## src/rtl/msix_cap_pkg.sv

```systemverilog
package msix_cap_pkg;
  localparam int unsigned DW = 32;
  localparam logic [7:0] MSIX_CAP_ID = 8'h11;
  localparam int unsigned ENTRY_BYTES = 16;

  typedef enum logic [1:0] {
    IDX_CTRL  = 2'd0,
    IDX_TABLE = 2'd1,
    IDX_PBA   = 2'd2,
    IDX_NONE  = 2'd3
  } cap_idx_e;

  typedef struct packed {
    logic        en;
    logic [3:0]  zero_hi;
    logic [10:0] size_m1;
    logic [7:0]  next_ptr;
    logic [7:0]  cap_id;
  } ctrl_dw_t;
endpackage

```

## src/rtl/msix_cap_loc.sv

```systemverilog
module msix_cap_loc #(
  parameter int unsigned BAR_NUM = 2,
  parameter int unsigned OFFSET  = 0
) (
  output logic [31:0] loc_dw
);
  localparam logic [31:0] OFS_W = 32'(OFFSET);
  localparam logic [2:0]  BAR_W = 3'(BAR_NUM);

  generate
    if (BAR_NUM > 5) begin : g_bad_bar
      $fatal(1, "BAR number must be below 6");
    end
    if ((OFFSET % 8) != 0) begin : g_bad_ofs
      $fatal(1, "location offset must be 8-byte aligned");
    end
  endgenerate

  always_comb begin
    loc_dw = OFS_W;
    loc_dw[2:0] = BAR_W;
  end
endmodule

```

## src/rtl/msix_cap_enable.sv

```systemverilog
module msix_cap_enable (
  input  logic clk,
  input  logic rst_n,
  input  logic load,
  input  logic load_val,
  output logic en,
  output logic rise,
  output logic fall
);
  logic en_q, en_d;
  logic rise_q, rise_d;
  logic fall_q, fall_d;

  always_comb begin
    en_d   = en_q;
    rise_d = 1'b0;
    fall_d = 1'b0;
    if (load) begin
      en_d   = load_val;
      rise_d = load_val & ~en_q;
      fall_d = ~load_val & en_q;
    end
  end

  always_ff @(posedge clk or negedge rst_n) begin
    if (!rst_n) begin
      en_q   <= 1'b0;
      rise_q <= 1'b0;
      fall_q <= 1'b0;
    end else begin
      en_q   <= en_d;
      rise_q <= rise_d;
      fall_q <= fall_d;
    end
  end

  assign en   = en_q;
  assign rise = rise_q;
  assign fall = fall_q;
endmodule

```

## src/rtl/msix_cap_rdmux.sv

```systemverilog
module msix_cap_rdmux
  import msix_cap_pkg::*;
(
  input  logic [1:0]  idx,
  input  ctrl_dw_t    ctrl,
  input  logic [31:0] table_dw,
  input  logic [31:0] pba_dw,
  output logic [31:0] rdata
);
  always_comb begin
    unique case (cap_idx_e'(idx))
      IDX_CTRL:  rdata = ctrl;
      IDX_TABLE: rdata = table_dw;
      IDX_PBA:   rdata = pba_dw;
      default:   rdata = '0;
    endcase
  end
endmodule

```

## src/rtl/msix_cap_regs.sv

```systemverilog
module msix_cap_regs
  import msix_cap_pkg::*;
#(
  parameter int unsigned VEC_COUNT = 64,
  parameter int unsigned BAR_NUM   = 2,
  parameter int unsigned TABLE_OFS = 0,
  parameter logic [7:0]  NEXT_PTR  = 8'h00
) (
  input  logic        clk,
  input  logic        rst_n,
  input  logic        cfg_wr,
  input  logic [1:0]  cfg_idx,
  input  logic [3:0]  cfg_be,
  input  logic [31:0] cfg_wdata,
  output logic [31:0] cfg_rdata,
  output logic        msix_en,
  output logic        en_rise,
  output logic        en_fall
);
  localparam int unsigned PBA_OFS = VEC_COUNT * ENTRY_BYTES;
  localparam logic [10:0] SIZE_M1 = 11'(VEC_COUNT - 1);

  generate
    if (VEC_COUNT < 1 || VEC_COUNT > 2048) begin : g_bad_cnt
      $fatal(1, "vector count must be 1..2048");
    end
  endgenerate

  logic        ctrl_load;
  logic [31:0] table_dw, pba_dw;
  ctrl_dw_t    ctrl;

  assign ctrl_load = cfg_wr && (cfg_idx == IDX_CTRL) && cfg_be[3];

  msix_cap_enable u_en (
    .clk      (clk),
    .rst_n    (rst_n),
    .load     (ctrl_load),
    .load_val (cfg_wdata[31]),
    .en       (msix_en),
    .rise     (en_rise),
    .fall     (en_fall)
  );

  msix_cap_loc #(.BAR_NUM(BAR_NUM), .OFFSET(TABLE_OFS)) u_tbl (.loc_dw(table_dw));
  msix_cap_loc #(.BAR_NUM(BAR_NUM), .OFFSET(PBA_OFS))   u_pba (.loc_dw(pba_dw));

  always_comb begin
    ctrl          = '0;
    ctrl.cap_id   = MSIX_CAP_ID;
    ctrl.next_ptr = NEXT_PTR;
    ctrl.size_m1  = SIZE_M1;
    ctrl.en       = msix_en;
  end

  msix_cap_rdmux u_mux (
    .idx      (cfg_idx),
    .ctrl     (ctrl),
    .table_dw (table_dw),
    .pba_dw   (pba_dw),
    .rdata    (cfg_rdata)
  );
endmodule

```

## config.mk

```make
export PLATFORM = sky130hd
export DESIGN_NAME = msix_cap_regs
export DESIGN_NICKNAME = d
export VERILOG_FILES = /design/src/rtl/msix_cap_pkg.sv /design/src/rtl/msix_cap_loc.sv /design/src/rtl/msix_cap_enable.sv /design/src/rtl/msix_cap_rdmux.sv /design/src/rtl/msix_cap_regs.sv
export SDC_FILE = /design/constraint.sdc
export NUM_CORES = 1
export LEC_CHECK = 0
export ABC_AREA = 1
export BUFFER_PORTS_ARGS = -buffer_cell sky130_fd_sc_hd__clkbuf_2
export CAP_MARGIN = 5
export CORE_MARGIN = 2
export CORE_UTILIZATION = 28
export CTS_BUF_LIST = sky130_fd_sc_hd__clkbuf_4
export CTS_CLUSTER_SIZE = 14
export DETAILED_ROUTE_END_ITERATION = 16
export PLACE_DENSITY_LB_ADDON = 0.05
export SLEW_MARGIN = 40
export SYNTH_ARGS = -nofsm -noshare
export SYNTH_HDL_FRONTEND = slang
export SYNTH_SLANG_ARGS = --single-unit
```

## constraint.sdc

```tcl
create_clock -name clk -period 1.8 [get_ports clk]
set_input_delay 0.18 -clock clk [delete_from_list [all_inputs] [get_ports clk]]
set_output_delay 0.18 -clock clk [all_outputs]
set_load 0.01 [all_outputs]
```

# Word level (Yosys, flattened, before mapping)
# Cells that the tools add are included.
[classes]
eq_ne = 2
muxes = 3
bitwise = 4
n_reduce_logical = 3
[ops]
columns = ["operator", "n"]
rows = [
  ["one-hot mux 32 bit (3 select lines)", 1],
  ["bitwise AND 1 bit", 2],
  ["== test 2 x 1 -> 1 bit (second input constant)", 1],
  ["== test 2 bit (second input constant)", 1],
  ["logical AND 1 bit", 2],
  ["zero test 2 bit", 1],
  ["two-way mux 1 bit", 2],
  ["NOT 1 bit", 2],
]
[word_totals]
ff_bits = 3
inputBits = 41
out_inout_bits = 35
word_cells = 15

# Logic depth before layout (Yosys ltp)
[logic_depth]
ltp_word = 4
ltp_mapped = 5
ltp_nobuf = 5

# Cells and area by module
# From an unflattened synthesis, not the netlist that was laid out.
[unflattened]
cells_unflattened = 233
hier_area_um2 = 1407.6
[modules_own_cells]
columns = ["module", "instances", "cells_each", "area_per_inst_um2"]
rows = [
  ["msix_cap_rdmux", 1, 148, 782.0],
  ["msix_cap_loc", 2, 34, 247.7],
  ["msix_cap_enable", 1, 10, 101.3],
  ["msix_cap_regs", 1, 7, 28.8],
]

# Least setup slack after synthesis
# No wires, ideal clock.
[synth_path]
path_type = "input to output"
startpoint = "in cfg_idx[0]"
endpoint = "out cfg_rdata[16]"
arrival_ns = 0.742
t_required_ns = 1.620
path_slack_ns = 0.878
stages = 3
path_buffers = 1
cell_sequence = "inv_1 ha_1 buf_4"
[synth_between]
elab_chain_cells = 2
[synth_lines]
columns = ["item", "line", "source"]
rows = [
  ["from (decl)", "msix_cap_regs.sv:12", "input logic [1:0] cfg_idx,"],
  ["== test 2 bit (tied with other cells)", "msix_cap_rdmux.sv:11", "unique case (cap_idx_e'(idx))"],
  ["one-hot mux 32 bit (3 select lines) *", "msix_cap_rdmux.sv:11", ""],
  ["to (decl)", "msix_cap_regs.sv:15", "output logic [31:0] cfg_rdata,"],
]
# Mark *: on every way between the ends. The rest lies on a longest branch, timed or not.

# Final worst setup path
[layout_path]
startpoint = "reg u_en.en_q (netlist: u_en.en)"
endpoint = "out cfg_rdata[31]"
[layout_between]
elab_chain_cells = 1
[layout_lines]
columns = ["item", "line", "source"]
rows = [
  ["from (decl)", "msix_cap_enable.sv:10", "logic en_q, en_d;"],
  ["from (signal assigned)", "msix_cap_enable.sv:31", "en_q <= en_d;"],
  ["one-hot mux 32 bit (3 select lines)", "msix_cap_rdmux.sv:11", ""],
]
# No other way between the ends.

==> results.json <==
{
  "routed_wl_microns": 570,
  "grt_setup_unrepaired": "no",
  "critPathArrivalTime_ps": 950,
  "die-area_sq_um": 1748,
  "fin_hold_ws_ps": 193.3,
  "leakagePower_nw": 0.2887,
  "ios": 76,
  "die_h_microns": 41.82,
  "max_cap_violations": 0,
  "finalSetupViolCount": 0,
  "grt_pass1_vias": 214,
  "initial_utilization": 0.3039,
  "ys_warn_count": 0,
  "synth_compound_area_frac": 0,
  "start_kind": "flop",
  "finalMaxSlewViolations": 0,
  "swShare": 0.3174,
  "clock_latency_ps": 230,
  "seqPwrFrac": 0.275,
  "yosys_register_bits": 3,
  "clockRootBuffer": "clkbuf_4",
  "ir_drop_mv": 0.1392,
  "overflow": 0,
  "synth_cell_types": 9,
  "dpl.hpwl_microns": 490,
  "post-route-min-period_ps": 1130,
  "p_int_mw": 0.1963,
  "final_cell_mix": "21 x conb_1, 20 x clkbuf_2, 5 x nand2_1",
  "synth_top_family_by_area": "buffers and inverters",
  "synth_simple_gate_area_frac": 0.1156,
  "die_x_microns": 41.82,
  "period_share": 0.6275,
  "crit_path_end_kind": "output pin",
  "synth-xor-area-share": 0,
  "post_cts_buffers": 0,
  "clkTransAtPathRegs_ps": 40,
  "cts_tree": "built",
  "grt_first_pass_wirelength_microns": 890,
  "syn_area_sq_um": 400.4,
  "drc": 0,
  "crit_type": "reg2out",
  "first_pass_iters": 1,
  "hold_path.class": "in2reg",
  "status": "finished clean",
  "switching_power_mw": 0.09127,
  "clkPwrFrac": 0.453,
  "cp.required_ps": 1620,
  "grt_max_degree": 9,
  "detail_route.iter0.violations": 0,
  "final_antenna_net_count": 0,
  "syn_inst": 50,
  "n_antenna_cell": 0,
  "grt_usage": 0.06696,
  "muxShareOfSynthArea": 0,
  "clock.fmax_ghz": 0.8853,
  "final_nets": 113,
  "combPwrFrac": 0.272,
  "io_buffers": 20,
  "gp_congestion": 0.5748,
  "seq_area_frac_synth": 0.1875,
  "area_growth_pct": 5.938,
  "row_count": 13,
  "synth.avg_cell_area_sq_um": 8.008,
  "final_common_cell": "conb_1",
  "num_vias": 251,
  "path_max_fanout": 5,
  "fin_skew_ps": 0.3493,
  "core_area_sq_um": 1318,
  "routed_via_density": 3.061,
  "cts_buffers": 3,
  "powerDensity_nw_per_um2": 678.0,
  "clock_sinks": 3,
  "cts_resized": 0,
  "clk_path_buf_depth": 2,
  "antenna_found_initial": 0,
  "clock_tree.htree_level_count": 1,
  "fin_setup_tns_ps": 0,
  "routedWlPerCell_microns": 6.951,
  "hold_violations": 0,
  "drive_gt1_frac": 0.3731,
  "synthAdderAreaFrac": 0.1250
}
-- power groups by stage --
stage               Sequential [mW]  Combinational, mW  Clock (mW)
floorplan                    0.0805             0.0900           0
global placement             0.0796             0.0766           0
detailed placement           0.0800             0.0765           0
CTS                          0.0792             0.0786       0.136
global route                 0.0800             0.0884       0.141
finish                       0.0790             0.0782       0.130
-- metal layers --
layer  wire length (microns)  share of wire  up-vias  GRT usage
met5                       0              0        -          0
met4                       0              0        0    0.05806
met3                      70           0.12        0    0.01304
met2                     265           0.46       20    0.09688
met1                     234           0.41       97    0.08312
li1                        -              -      134          -
-- repair_timing --
item | in CTS | in global routing
hold buffers | 1 | 0
endpoints found under the hold margin | 3 | 0
setup endpoints to repair | 0 | 0
-- sequential cells by signal, indices dropped and copies added (netlist names) --
name	flops
u_en.en	1
u_en.fall	1
u_en.rise	1
-- critical path, cell delays in order, from the launching register on --
cell	delay, ps
dfrtp_1	410
nand2_1	70
nor2_1	100
clkbuf_2	140
-- final cells by class --
cell class	instances	area, sq um
sequential	3	75.07
multi-input combinational	35	175.2
clock buffer	4	30.03
inverter	4	15.01
fill	148	893.4
tap	15	18.77
timing repair buffer	21	110.1
-- cell usage after synthesis, drive strengths merged --
library cell / instances / area [sq um]
buf: 28 / 210.2
conb: 1 / 3.750
dfrtp: 3 / 75.07
ha: 4 / 50.05
inv: 4 / 15.01
nand2: 5 / 18.77
nand3: 1 / 10.01
nand4: 1 / 6.260
nor2: 3 / 11.26
-- worst paths after layout --
check                      cells after the start           startpoint                   to  slack (ps)
max in group asynchronous                      2                rst_n  u_en.rise$_DFF_PN0_        1410
hold / removal                                 3        cfg_wdata[31]  u_en.rise$_DFF_PN0_         190
min in group asynchronous                      2                rst_n  u_en.en$_DFFE_PN0P_         280
setup / recovery                               3  u_en.en$_DFFE_PN0P_        cfg_rdata[31]         670
setup reg to reg                               3  u_en.en$_DFFE_PN0P_  u_en.rise$_DFF_PN0_        1090
hold reg to reg                                2  u_en.en$_DFFE_PN0P_  u_en.en$_DFFE_PN0P_         580
-- cells by family (layout without fill, tap and decap cells) --
| family | Yosys count | in the layout |
|---|---|---|
| AND/OR/NAND/NOR | 10 | 10 |
| adder cells (fa/ha/maj) | 4 | 4 |
| other | 1 | 21 |
| flip-flops | 3 | 3 |
| buffers and inverters | 32 | 29 |
-- per-stage QoR --
| step | power, mW | worst slack [ps] | instance area [sq um] | instances | util |
|---|---|---|---|---|---|
| floorplan | 0.1705 | 877.7 | 475.5 | 70 | - |
| global placement | 0.1562 | 727.3 | 384.1 | 77 | 0.2915 |
| detailed placement | 0.1565 | 732.1 | 384.1 | 77 | 0.2915 |
| CTS | 0.2936 | 654.2 | 424.2 | 82 | 0.3219 |
| global route | 0.3092 | 552.9 | 424.2 | 82 | 0.3219 |
| finish | 0.2876 | 670.4 | 424.2 | 82 | 0.3219 |
Power figures use the tool's default switching activity.
